**src/rtl/spi_rf_pkg.sv**
```systemverilog
package spi_rf_pkg;

  localparam int          BYTE_W = 8;
  localparam logic [3:0]  OPCODE = 4'b0100;

  typedef enum logic [1:0] {
    PH_CMD  = 2'd0,
    PH_PTR  = 2'd1,
    PH_DATA = 2'd2,
    PH_SKIP = 2'd3
  } phase_e;

  // Does a command byte select this device?
  function automatic logic cmd_hits(input logic [BYTE_W-1:0] cmd,
                                    input logic [2:0]        dev,
                                    input logic              check_dev);
    logic op_ok;
    logic dev_ok;
    op_ok  = (cmd[7:4] == OPCODE);
    dev_ok = !check_dev || (cmd[3:1] == dev);
    return op_ok && dev_ok;
  endfunction

  // Pointer after one data byte.
  function automatic logic [BYTE_W-1:0] ptr_step(input logic [BYTE_W-1:0] p,
                                                 input logic              hold,
                                                 input logic [BYTE_W-1:0] last);
    if (hold)       return p;
    if (p >= last)  return '0;
    return p + 1'b1;
  endfunction

endpackage

```
**src/rtl/spi_rf_sync.sv**
```systemverilog
module spi_rf_sync #(
  parameter int STAGES = 2
) (
  input  logic clk,
  input  logic rst_n,
  input  logic sclk_i,
  input  logic csn_i,
  input  logic mosi_i,
  output logic sclk_rise,
  output logic sclk_fall,
  output logic cs_act,
  output logic cs_rise,
  output logic mosi_s
);
  // lane order {mosi, csn, sclk}
  localparam logic [2:0] IDLE_V = 3'b010;
  localparam int         LAST   = STAGES - 1;

  logic [2:0] pipe [STAGES];
  logic [2:0] prev;

  always_ff @(posedge clk or negedge rst_n) begin
    if (!rst_n) begin
      for (int i = 0; i < STAGES; i++) pipe[i] <= IDLE_V;
      prev <= IDLE_V;
    end else begin
      pipe[0] <= {mosi_i, csn_i, sclk_i};
      for (int i = 1; i < STAGES; i++) pipe[i] <= pipe[i-1];
      prev <= pipe[LAST];
    end
  end

  assign sclk_rise = pipe[LAST][0] && !prev[0];
  assign sclk_fall = !pipe[LAST][0] && prev[0];
  assign cs_act    = !pipe[LAST][1];
  assign cs_rise   = pipe[LAST][1] && !prev[1];
  assign mosi_s    = pipe[LAST][2];
endmodule

```
**src/rtl/spi_rf_shift.sv**
```systemverilog
module spi_rf_shift
  import spi_rf_pkg::*;
(
  input  logic              clk,
  input  logic              rst_n,
  input  logic              sclk_rise,
  input  logic              sclk_fall,
  input  logic              cs_act,
  input  logic              mosi_s,
  input  logic              load,
  input  logic [BYTE_W-1:0] load_data,
  output logic [BYTE_W-1:0] rx_byte,
  output logic              byte_done,
  output logic              tx_bit
);
  localparam int CNT_W = $clog2(BYTE_W);
  localparam logic [CNT_W-1:0] CNT_LAST = CNT_W'(BYTE_W - 1);

  logic [CNT_W-1:0]  bit_cnt;
  logic [BYTE_W-1:0] rx_sr;
  logic [BYTE_W-1:0] tx_sr;

  always_ff @(posedge clk or negedge rst_n) begin
    if (!rst_n) begin
      bit_cnt   <= '0;
      rx_sr     <= '0;
      byte_done <= 1'b0;
    end else begin
      byte_done <= 1'b0;
      if (!cs_act) begin
        bit_cnt <= '0;
      end else if (sclk_rise) begin
        rx_sr     <= {rx_sr[BYTE_W-2:0], mosi_s};
        bit_cnt   <= bit_cnt + 1'b1;
        byte_done <= (bit_cnt == CNT_LAST);
      end
    end
  end

  // Shift only on falling edges inside a byte; the fall that follows
  // the last bit of a byte leaves the freshly loaded MSB in place.
  always_ff @(posedge clk or negedge rst_n) begin
    if (!rst_n) begin
      tx_sr <= '0;
    end else if (load) begin
      tx_sr <= load_data;
    end else if (cs_act && sclk_fall && bit_cnt != '0) begin
      tx_sr <= {tx_sr[BYTE_W-2:0], 1'b0};
    end
  end

  assign rx_byte = rx_sr;
  assign tx_bit  = tx_sr[BYTE_W-1];

  p_done_in_frame_r8: assert property (@(posedge clk) disable iff (!rst_n)
    byte_done |-> $past(cs_act));
endmodule

```
**src/rtl/spi_rf_frame.sv**
```systemverilog
module spi_rf_frame
  import spi_rf_pkg::*;
#(
  parameter logic [BYTE_W-1:0] REG_LAST = 8'h0A
) (
  input  logic              clk,
  input  logic              rst_n,
  input  logic              cs_act,
  input  logic              byte_done,
  input  logic [BYTE_W-1:0] rx_byte,
  input  logic [2:0]        hw_addr,
  input  logic              cfg_haen,
  input  logic              cfg_seq_hold,
  output logic [BYTE_W-1:0] reg_addr,
  output logic [BYTE_W-1:0] reg_wdata,
  output logic              reg_we,
  output logic              reg_re,
  output logic              drive_out
);
  phase_e            phase;
  logic              rd_q;
  logic [BYTE_W-1:0] ptr;
  logic [BYTE_W-1:0] ptr_nx;

  assign ptr_nx = ptr_step(ptr, cfg_seq_hold, REG_LAST);

  always_ff @(posedge clk or negedge rst_n) begin
    if (!rst_n) begin
      phase     <= PH_CMD;
      rd_q      <= 1'b0;
      ptr       <= '0;
      reg_addr  <= '0;
      reg_wdata <= '0;
      reg_we    <= 1'b0;
      reg_re    <= 1'b0;
    end else begin
      reg_we <= 1'b0;
      reg_re <= 1'b0;
      if (!cs_act) begin
        phase <= PH_CMD;
        rd_q  <= 1'b0;
      end else if (byte_done) begin
        unique case (phase)
          PH_CMD: begin
            if (cmd_hits(rx_byte, hw_addr, cfg_haen)) begin
              rd_q  <= rx_byte[0];
              phase <= PH_PTR;
            end else begin
              phase <= PH_SKIP;
            end
          end
          PH_PTR: begin
            ptr   <= rx_byte;
            phase <= PH_DATA;
            if (rd_q) begin
              reg_re   <= 1'b1;
              reg_addr <= rx_byte;
            end
          end
          PH_DATA: begin
            ptr <= ptr_nx;
            if (rd_q) begin
              reg_re   <= 1'b1;
              reg_addr <= ptr_nx;
            end else begin
              reg_we    <= 1'b1;
              reg_addr  <= ptr;
              reg_wdata <= rx_byte;
            end
          end
          default: ;
        endcase
      end
    end
  end

  assign drive_out = cs_act && rd_q && (phase == PH_DATA);

  p_strobe_excl_r10: assert property (@(posedge clk) disable iff (!rst_n)
    !(reg_we && reg_re));
  p_we_pulse_r10: assert property (@(posedge clk) disable iff (!rst_n)
    reg_we |=> !reg_we);
  p_re_pulse_r10: assert property (@(posedge clk) disable iff (!rst_n)
    reg_re |=> !reg_re);
  p_we_in_write_r3: assert property (@(posedge clk) disable iff (!rst_n)
    reg_we |-> (phase == PH_DATA && !rd_q));
  p_hold_r5: assert property (@(posedge clk) disable iff (!rst_n)
    (cs_act && byte_done && phase == PH_DATA && cfg_seq_hold) |=> (ptr == $past(ptr)));
  p_wrap_r4: assert property (@(posedge clk) disable iff (!rst_n)
    (cs_act && byte_done && phase == PH_DATA && !cfg_seq_hold && ptr == REG_LAST) |=> (ptr == '0));
  p_abort_r8: assert property (@(posedge clk) disable iff (!rst_n)
    !cs_act |=> (phase == PH_CMD && !reg_we && !reg_re));
endmodule

```
**src/rtl/spi_reg_front.sv**
```systemverilog
module spi_reg_front
  import spi_rf_pkg::*;
#(
  parameter int                SYNC_STAGES = 2,
  parameter logic [BYTE_W-1:0] REG_LAST    = 8'h0A
) (
  input  logic              clk,
  input  logic              rst_n,
  input  logic              spi_sclk,
  input  logic              spi_csn,
  input  logic              spi_mosi,
  output logic              spi_miso,
  output logic              spi_miso_oe,
  input  logic [2:0]        hw_addr,
  input  logic              cfg_haen,
  input  logic              cfg_seq_hold,
  output logic [BYTE_W-1:0] reg_addr,
  output logic [BYTE_W-1:0] reg_wdata,
  output logic              reg_we,
  output logic              reg_re,
  input  logic [BYTE_W-1:0] reg_rdata
);
  // named internal events
  logic              sclk_rise;
  logic              sclk_fall;
  logic              cs_act;
  logic              cs_rise;
  logic              mosi_s;
  logic              byte_done;
  logic [BYTE_W-1:0] rx_byte;
  logic              tx_bit;
  logic              drive_out;

  spi_rf_sync #(.STAGES(SYNC_STAGES)) u_sync (
    .clk       (clk),
    .rst_n     (rst_n),
    .sclk_i    (spi_sclk),
    .csn_i     (spi_csn),
    .mosi_i    (spi_mosi),
    .sclk_rise (sclk_rise),
    .sclk_fall (sclk_fall),
    .cs_act    (cs_act),
    .cs_rise   (cs_rise),
    .mosi_s    (mosi_s)
  );

  spi_rf_shift u_shift (
    .clk       (clk),
    .rst_n     (rst_n),
    .sclk_rise (sclk_rise),
    .sclk_fall (sclk_fall),
    .cs_act    (cs_act),
    .mosi_s    (mosi_s),
    .load      (reg_re),
    .load_data (reg_rdata),
    .rx_byte   (rx_byte),
    .byte_done (byte_done),
    .tx_bit    (tx_bit)
  );

  spi_rf_frame #(.REG_LAST(REG_LAST)) u_frame (
    .clk          (clk),
    .rst_n        (rst_n),
    .cs_act       (cs_act),
    .byte_done    (byte_done),
    .rx_byte      (rx_byte),
    .hw_addr      (hw_addr),
    .cfg_haen     (cfg_haen),
    .cfg_seq_hold (cfg_seq_hold),
    .reg_addr     (reg_addr),
    .reg_wdata    (reg_wdata),
    .reg_we       (reg_we),
    .reg_re       (reg_re),
    .drive_out    (drive_out)
  );

  assign spi_miso    = tx_bit;
  assign spi_miso_oe = drive_out;

  p_oe_needs_sel_r7: assert property (@(posedge clk) disable iff (!rst_n)
    spi_miso_oe |-> cs_act);
  p_oe_drops_r7: assert property (@(posedge clk) disable iff (!rst_n)
    cs_rise |-> !spi_miso_oe);
  p_no_done_on_release_r8: assert property (@(posedge clk) disable iff (!rst_n)
    cs_rise |=> !byte_done);
endmodule

```
**config.mk**
```make
export PLATFORM = sky130hd
export DESIGN_NAME = spi_reg_front
export DESIGN_NICKNAME = d
export VERILOG_FILES = /design/src/rtl/spi_rf_pkg.sv /design/src/rtl/spi_rf_sync.sv /design/src/rtl/spi_rf_shift.sv /design/src/rtl/spi_rf_frame.sv /design/src/rtl/spi_reg_front.sv
export SDC_FILE = /design/constraint.sdc
export NUM_CORES = 1
export LEC_CHECK = 0
export BUFFER_PORTS_ARGS = -buffer_cell sky130_fd_sc_hd__buf_2
export CAP_MARGIN = 20
export CORE_MARGIN = 2
export CORE_UTILIZATION = 50
export CTS_CLUSTER_SIZE = 12
export DETAILED_ROUTE_END_ITERATION = 6
export GPL_ROUTABILITY_DRIVEN = 0
export MAX_ROUTING_LAYER = met4
export PLACE_DENSITY = 0.8
export SYNTH_ARGS = -nofsm -noshare
export SYNTH_HDL_FRONTEND = slang
export SYNTH_SLANG_ARGS = --single-unit
export TNS_END_PERCENT = 1
```
**constraint.sdc**
```tcl
create_clock -name clk -period 2.24 [get_ports clk]
set_input_delay 0.672 -clock clk [delete_from_list [all_inputs] [get_ports clk]]
set_output_delay 0.672 -clock clk [all_outputs]
set_load 0.1 [all_outputs]
```
==> flow_summary_export.csv, run 1 <==
group,metric,value,unit
grt,grt_pass1_wl,8600,um
cts,cts_made_buffers,5,
place,place_inst,352,
place,post-dp-hpwl,3650,um
run_status,status,"completed",
sta,tns,0,ns
sta,fin_hold_ws,0.341,ns
grt,track_usage,18.6,%
floorplan,die_h,77.2,um
power_and_ir_drop,p_leak,1.38,nW
floorplan,ios,38,
power_and_ir_drop,power,2.08,mW
logic_synthesis,synthSimpleGateAreaFrac,14.1,%
grt,grt_max_degree,34,
worst_setup_path,required,1.57,ns
sta,post-route-period-util,95.0,%
floorplan,core_area,5140,sq um
place,place.port_buffers,37,
grt,grt_pass1_vias,1834,
logic_synthesis,ys_async_sr_fraction,100,%
drt,drt_iter0_markers,297,
logic_synthesis,synth_seq_area_share,52.4,%
place,placed_area,3000,sq um
cts,path_clk_slew,0.10,ns
cts,cts.repair.resized,0,
cells_and_area,multiInputGateArea,1200,sq um
cts,cts_root_buf,"clkbuf_8",
cells_and_area,seqCellArea,1400,sq um
sta,fin_crit,2.13,ns
cells_and_area,layout.cells.most_common,"dfrtp_1",
cells_and_area,stdcell_area,3110,sq um
drt,vias,1985,
logic_synthesis,ys_types,45,
drt,dr.pass1.iters,4,
cells_and_area,final_nets,315,
worst_hold_path,hold_class,"primary input to async pin",
cts,cts_setup_buffers,0,
grt,grt_antenna_before_repair,0,
logic_synthesis,yosys.area_share.xor_xnor,2.62,%
worst_setup_path,crit_path_max_fanout,4,
sta,relSlewSlack,67.3,%
worst_setup_path,critPathArrivalTime,1.46,ns
logic_synthesis,synth-seq-cells,56,
drt,avgViaCountPerCell,5.51,
sta,rsz0062_at_grt,"false",
logic_synthesis,synth_top_family_by_area,"simple AND/OR/NAND/NOR gates",
logic_synthesis,syn_inst,247,
worst_setup_path,crit_path_start_kind,"register",
logic_synthesis,syn-cell-area,2680,sq um
cts,cts_num_sinks,56,
cts,hold_buffers,0,
floorplan,die_w,77.2,um
cts,cts_max_path_buffers,2,
logic_synthesis,synth-edff-count,0,
power_and_ir_drop,power_density,670,nW/um^2
cells_and_area,final_cell_mix,"dfrtp_1 (54), buf_2 (36), o21ai_0 (19)",
worst_setup_path,cp-end-kind,"output port",
cells_and_area,fin_util,60.5,%
logic_synthesis,synth-adder-area-share,3.74,%
logic_synthesis,syn-mean-instance-area,10.8,sq um
grt,grt_overflow_total,0,
floorplan,die_area,5960,sq um
drt,ant_nets,0,
cells_and_area,fillers,457,
drt,avgRoutedWirePerCell,14.1,um
job,drv_cap,0,
logic_synthesis,synth_mux_area_share,10.5,%
logic_synthesis,synth_nets,273,
cells_and_area,antenna_cells,0,
cells_and_area,synthToLayoutAreaGrowth,16.1,%
logic_synthesis,ys.flop_type,"dfrtp_1",
cells_and_area,drive_gt1_share,26.6,%
cts,cts_tree,"built",
drt,routed_wl,5070,um
cts,clkLatencyLatePin,0.31,ns
floorplan,initial_core_util,52.1,%
logic_synthesis,yosysWarnings,0,
cells_and_area,layout.cells.non_filler,360,
logic_synthesis,synth_compound_area_share,13.7,%
drt,drc,0,
sta,slew_viol_final,0,
cts,htreeDepth,2,
worst_setup_path,worstSetupPathType,"register to output port",
sta,clock-skew-final,0.00832,ns
sta,worst_slew_pin_slew,0.489,ns
power_and_ir_drop,irDropWorstVdd,454,uV
sta,finalSetupViolations,0,
floorplan,fp-row-count,26,
sta,setup_ws,0.111,ns
sta,final-hold-violation-count,0,
sta,timing.fmax,470,MHz
place,dp_slack,0.322,ns
routing by layer:
| layer | part of all wire, % | GRT usage, % | routed length (um) | up-vias |
|---|---|---|---|---|
| met5 | 0 | - | 0 | - |
| met4 | 2.0 | 6.43 | 99 | 0 |
| met3 | 4.2 | 4.12 | 212 | 10 |
| met2 | 46 | 26.6 | 2330 | 51 |
| met1 | 48 | 26.1 | 2430 | 950 |
| li1 | - | - | - | 974 |
area by class of cell:
type                            instances  area share, %
Clock buffer                            6           2.33
Timing Repair Buffer                   47           8.85
Clock inverter                          2           1.13
Sequential cell                        56           45.1
Multi-Input combinational cell        170           38.7
Inverter                                9           1.09
Tap cell                               70           2.82
cells by family (layout without fill, tap and decap cells):
kind of cell | Yosys count | after routing
AND/OR/NAND/NOR | 71 | 71
AO/OA/AOI/OAI | 57 | 57
flip-flops | 56 | 56
multiplexers | 26 | 26
buffers and inverters | 21 | 64
adder cells (fa/ha/maj) | 8 | 8
XOR/XNOR | 8 | 8
power breakdown:
part           internal, mW  switching (mW)  leakage [nW]
sequential             1.10           0.104         0.649
clock                 0.332           0.319        0.0552
combinational         0.122           0.109         0.681
total                  1.55           0.532          1.38
worst paths after layout:
kind | cells after the start | endpoint | slack, ns | start
hold / removal | 2 | u_sync.pipe[3]$_DFF_PN0_ | 0.34 | rst_n
setup / recovery | 5 | spi_miso_oe | 0.11 | u_frame.phase[0]$_DFFE_PN0P_
hold reg to reg | 0 | u_sync.mosi_s$_DFF_PN0_ | 0.35 | u_sync.pipe[5]$_DFF_PN0_
setup reg to reg | 6 | u_frame.ptr[2]$_DFFE_PN0P_ | 0.36 | u_frame.ptr[0]$_DFFE_PN0P_
max in group asynchronous | 2 | u_sync.pipe[1]$_DFF_PN1_ | 1.53 | rst_n
min in group clk | 0 | u_sync.mosi_s$_DFF_PN0_ | 0.35 | u_sync.pipe[5]$_DFF_PN0_
flip-flops by register name, indices dropped and copies added (netlist names):
name               count
u_frame.reg_re         1
u_frame.ptr            8
u_frame.rd_q           1
u_frame.reg_addr       8
u_frame.reg_we         1
u_shift.rx_byte        8
u_frame.reg_wdata      8
u_frame.phase          2
u_sync.prev            1
u_shift.tx_sr          8
u_shift.bit_cnt        3
u_shift.byte_done      1
u_sync.mosi_s          1
u_sync.pipe            5
cell usage after synthesis (2+ instances only):
master / count / area (sq um)
dfrtp_1: 54 / 1350
nor2_1: 19 / 71.3
o21ai_0: 19 / 95.1
nand2_1: 17 / 63.8
mux2_2: 16 / 180
mux2i_1: 10 / 100
a21oi_1: 9 / 45.0
clkbuf_1: 9 / 33.8
inv_1: 9 / 33.8
ha_1: 8 / 100
nand3_1: 6 / 30.0
o22ai_1: 6 / 37.5
xor2_1: 6 / 52.6
a31oi_1: 4 / 25.0
nand2b_1: 4 / 25.0
nand4_1: 4 / 25.0
nor2b_1: 4 / 25.0
a211oi_1: 3 / 22.5
and3b_1: 3 / 26.3
o41ai_1: 3 / 26.3
a221oi_1: 2 / 17.5
and2_1: 2 / 12.5
buf_1: 2 / 7.51
dfstp_2: 2 / 52.6
nand3b_1: 2 / 15.0
nor3_1: 2 / 10.0
o2bb2ai_1: 2 / 17.5
o31a_1: 2 / 17.5
xnor2_1: 2 / 17.5
worst max-delay path: stages (launching register included):
cell     delay (ns)
dfrtp_1        0.40
inv_1          0.09
ha_1           0.21
nand2_1        0.14
nor2_4         0.13
buf_12         0.18
Note: power is estimated with default switching activity, not from simulation.
==> run 2, diff against run 1 <==
--- a/config.mk
+++ b/config.mk
@@ -12,8 +12,10 @@
 export CTS_CLUSTER_SIZE = 12
 export DETAILED_ROUTE_END_ITERATION = 6
 export GPL_ROUTABILITY_DRIVEN = 0
+export GPL_TIMING_DRIVEN = 0
 export MAX_ROUTING_LAYER = met4
 export PLACE_DENSITY = 0.8
+export SLEW_MARGIN = 20
 export SYNTH_ARGS = -nofsm -noshare
 export SYNTH_HDL_FRONTEND = slang
 export SYNTH_SLANG_ARGS = --single-unit
==> flow_summary_export.csv, run 2 (same netlist as run 1, synthesis figures left out) <==
group,metric,value,unit
cells_and_area,final_cell_mix,"dfrtp_1 (54), buf_2 (35), o21ai_0 (19)",
grt,grt_overflow_total,0,
cts,clkLatencyLatePin,0.31,ns
worst_setup_path,crit_path_max_fanout,10,
cts,cts_root_buf,"clkbuf_8",
cts,cts_tree,"built",
drt,ant_nets,0,
cells_and_area,layout.cells.most_common,"dfrtp_1",
worst_setup_path,slowest_delay,0.41,ns
worst_setup_path,required,1.57,ns
sta,final-hold-violation-count,0,
worst_setup_path,cp-end-kind,"output port",
grt,grt_pass1_vias,1946,
worst_hold_path,hold_class,"register to register",
cts,path_clk_slew,0.10,ns
power_and_ir_drop,power,2.10,mW
grt,track_usage,19.5,%
worst_setup_path,worstSetupPathType,"register to output port",
cells_and_area,seqCellArea,1400,sq um
floorplan,ios,38,
place,post-dp-hpwl,3730,um
run_status,status,"completed",
cells_and_area,multiInputGateArea,1220,sq um
grt,grt_pass1_wl,9150,um
cts,htreeDepth,2,
floorplan,initial_core_util,52.1,%
floorplan,die_h,77.2,um
power_and_ir_drop,p_leak,1.37,nW
cells_and_area,drive_gt1_share,25.6,%
floorplan,die_w,77.2,um
drt,routed_wl,5390,um
drt,dr.pass1.iters,4,
place,place.port_buffers,37,
worst_setup_path,crit_path_start_kind,"register",
sta,setup_ws,0.0204,ns
cts,cts_made_buffers,5,
cells_and_area,antenna_cells,0,
power_and_ir_drop,irDropWorstVdd,471,uV
cts,cts_max_path_buffers,2,
floorplan,core_area,5140,sq um
sta,worst_slew_pin_slew,0.737,ns
grt,grt_max_degree,57,
drt,avgRoutedWirePerCell,14.8,um
sta,finalSetupViolations,0,
cells_and_area,synthToLayoutAreaGrowth,16.7,%
sta,tns,0,ns
sta,clock-skew-final,0.00821,ns
sta,post-route-period-util,99.1,%
drt,vias,2021,
sta,slew_viol_final,0,
drt,avgViaCountPerCell,5.57,
place,dp_slack,-0.165,ns
cells_and_area,fillers,456,
cells_and_area,final_nets,318,
sta,fin_crit,2.22,ns
worst_setup_path,cp_slowest_cell,"dfrtp_1",
cts,cts_num_sinks,56,
drt,drt_iter0_markers,219,
sta,rsz0062_at_grt,"true",
sta,timing.fmax,451,MHz
drt,drc,0,
sta,fin_hold_ws,0.361,ns
worst_hold_path,hold_depth,0,
job,drv_cap,0,
cells_and_area,fin_util,60.8,%
worst_setup_path,critPathArrivalTime,1.55,ns
grt,grt_antenna_before_repair,0,
worst_setup_path,path_cells,"inv_1 > ha_2 > clkbuf_8 > nand2_2 > nor2_4 > buf_12",
power_and_ir_drop,power_density,672,nW/um^2
worst_setup_path,worstRegToRegCells,6,
sta,relSlewSlack,50.7,%
floorplan,die_area,5960,sq um
floorplan,fp-row-count,26,
run 2: cell types whose count changed in the layout (fill, tap and decap cells not counted):
cell / change
ha_1: -1
nor4b_2: -1
nand2_1: -1
clkbuf_8: +1
clkbuf_2: +3
clkinv_4: +2
clkinv_2: -1
nand2_2: +1
buf_4: -8
nor4b_4: +1
buf_1: +2
clkbuf_1: +5
ha_2: +1
buf_2: -1
run 2: report_power, final:
part	switching [mW]	internal (mW)	total [mW]
combinational	0.110	0.120	0.230
clock	0.334	0.337	0.671
sequential	0.103	1.10	1.20
total	0.546	1.55	2.10
run 2: worst paths after layout:
| path | startpoint | endpoint | slack (ns) |
|---|---|---|---|
| max reg2reg | u_frame.ptr[0]$_DFFE_PN0P_ | u_frame.reg_addr[7]$_DFFE_PN0P_ | 0.22 |
| max | u_frame.phase[0]$_DFFE_PN0P_ | spi_miso_oe | 0.02 |
| min | u_sync.pipe[3]$_DFF_PN0_ | u_sync.pipe[0]$_DFF_PN0_ | 0.36 |
| min reg2reg | u_sync.pipe[3]$_DFF_PN0_ | u_sync.pipe[0]$_DFF_PN0_ | 0.36 |
| max in group asynchronous | rst_n | u_frame.ptr[5]$_DFFE_PN0P_ | 1.38 |
| min in group asynchronous | rst_n | u_sync.pipe[3]$_DFF_PN0_ | 0.40 |
run 2: final cells by class:
| type | count | share of cell area (%) |
|---|---|---|
| repair buffers | 38 | 6.72 |
| flip-flops and latches | 56 | 44.9 |
| well taps | 70 | 2.80 |
| clock inverters | 3 | 1.52 |
| inverters | 9 | 1.08 |
| multi-input cells | 170 | 38.9 |
| plain buffers | 12 | 1.88 |
| clock buffers | 5 | 2.20 |
run 2: repair_timing:
action	CTS	global route
gates resized for setup	11	1
setup buffers	1	0
hold buffers	0	0
endpoints found under the setup margin	1	9
run 2: per-stage QoR:
stage | std cells | instance area (sq um)
3_5_place_dp | 354 | 2960
6_report | 363 | 3130
5_1_grt | 363 | 3130
4_1_cts | 363 | 3120
2_1_floorplan | 247 | 2690
3_3_place_gp | 354 | 2960
run 2: metal layers:
metal | wire, um | vias up | global-route usage (%)
met1 | 2430 | 961 | 25.9
met5 | 0 | - | -
met4 | 88 | 0 | 5.18
met3 | 285 | 14 | 3.53
met2 | 2580 | 69 | 31.3
li1 | - | 977 | -
run 2: worst max-delay path: cells and delay by family, from the launching register on:
kind	cells	cell delay, ns
AND/OR/NAND/NOR	2	0.19
flip-flops	1	0.41
adder cells (fa/ha/maj)	1	0.20
buffers and inverters	3	0.44
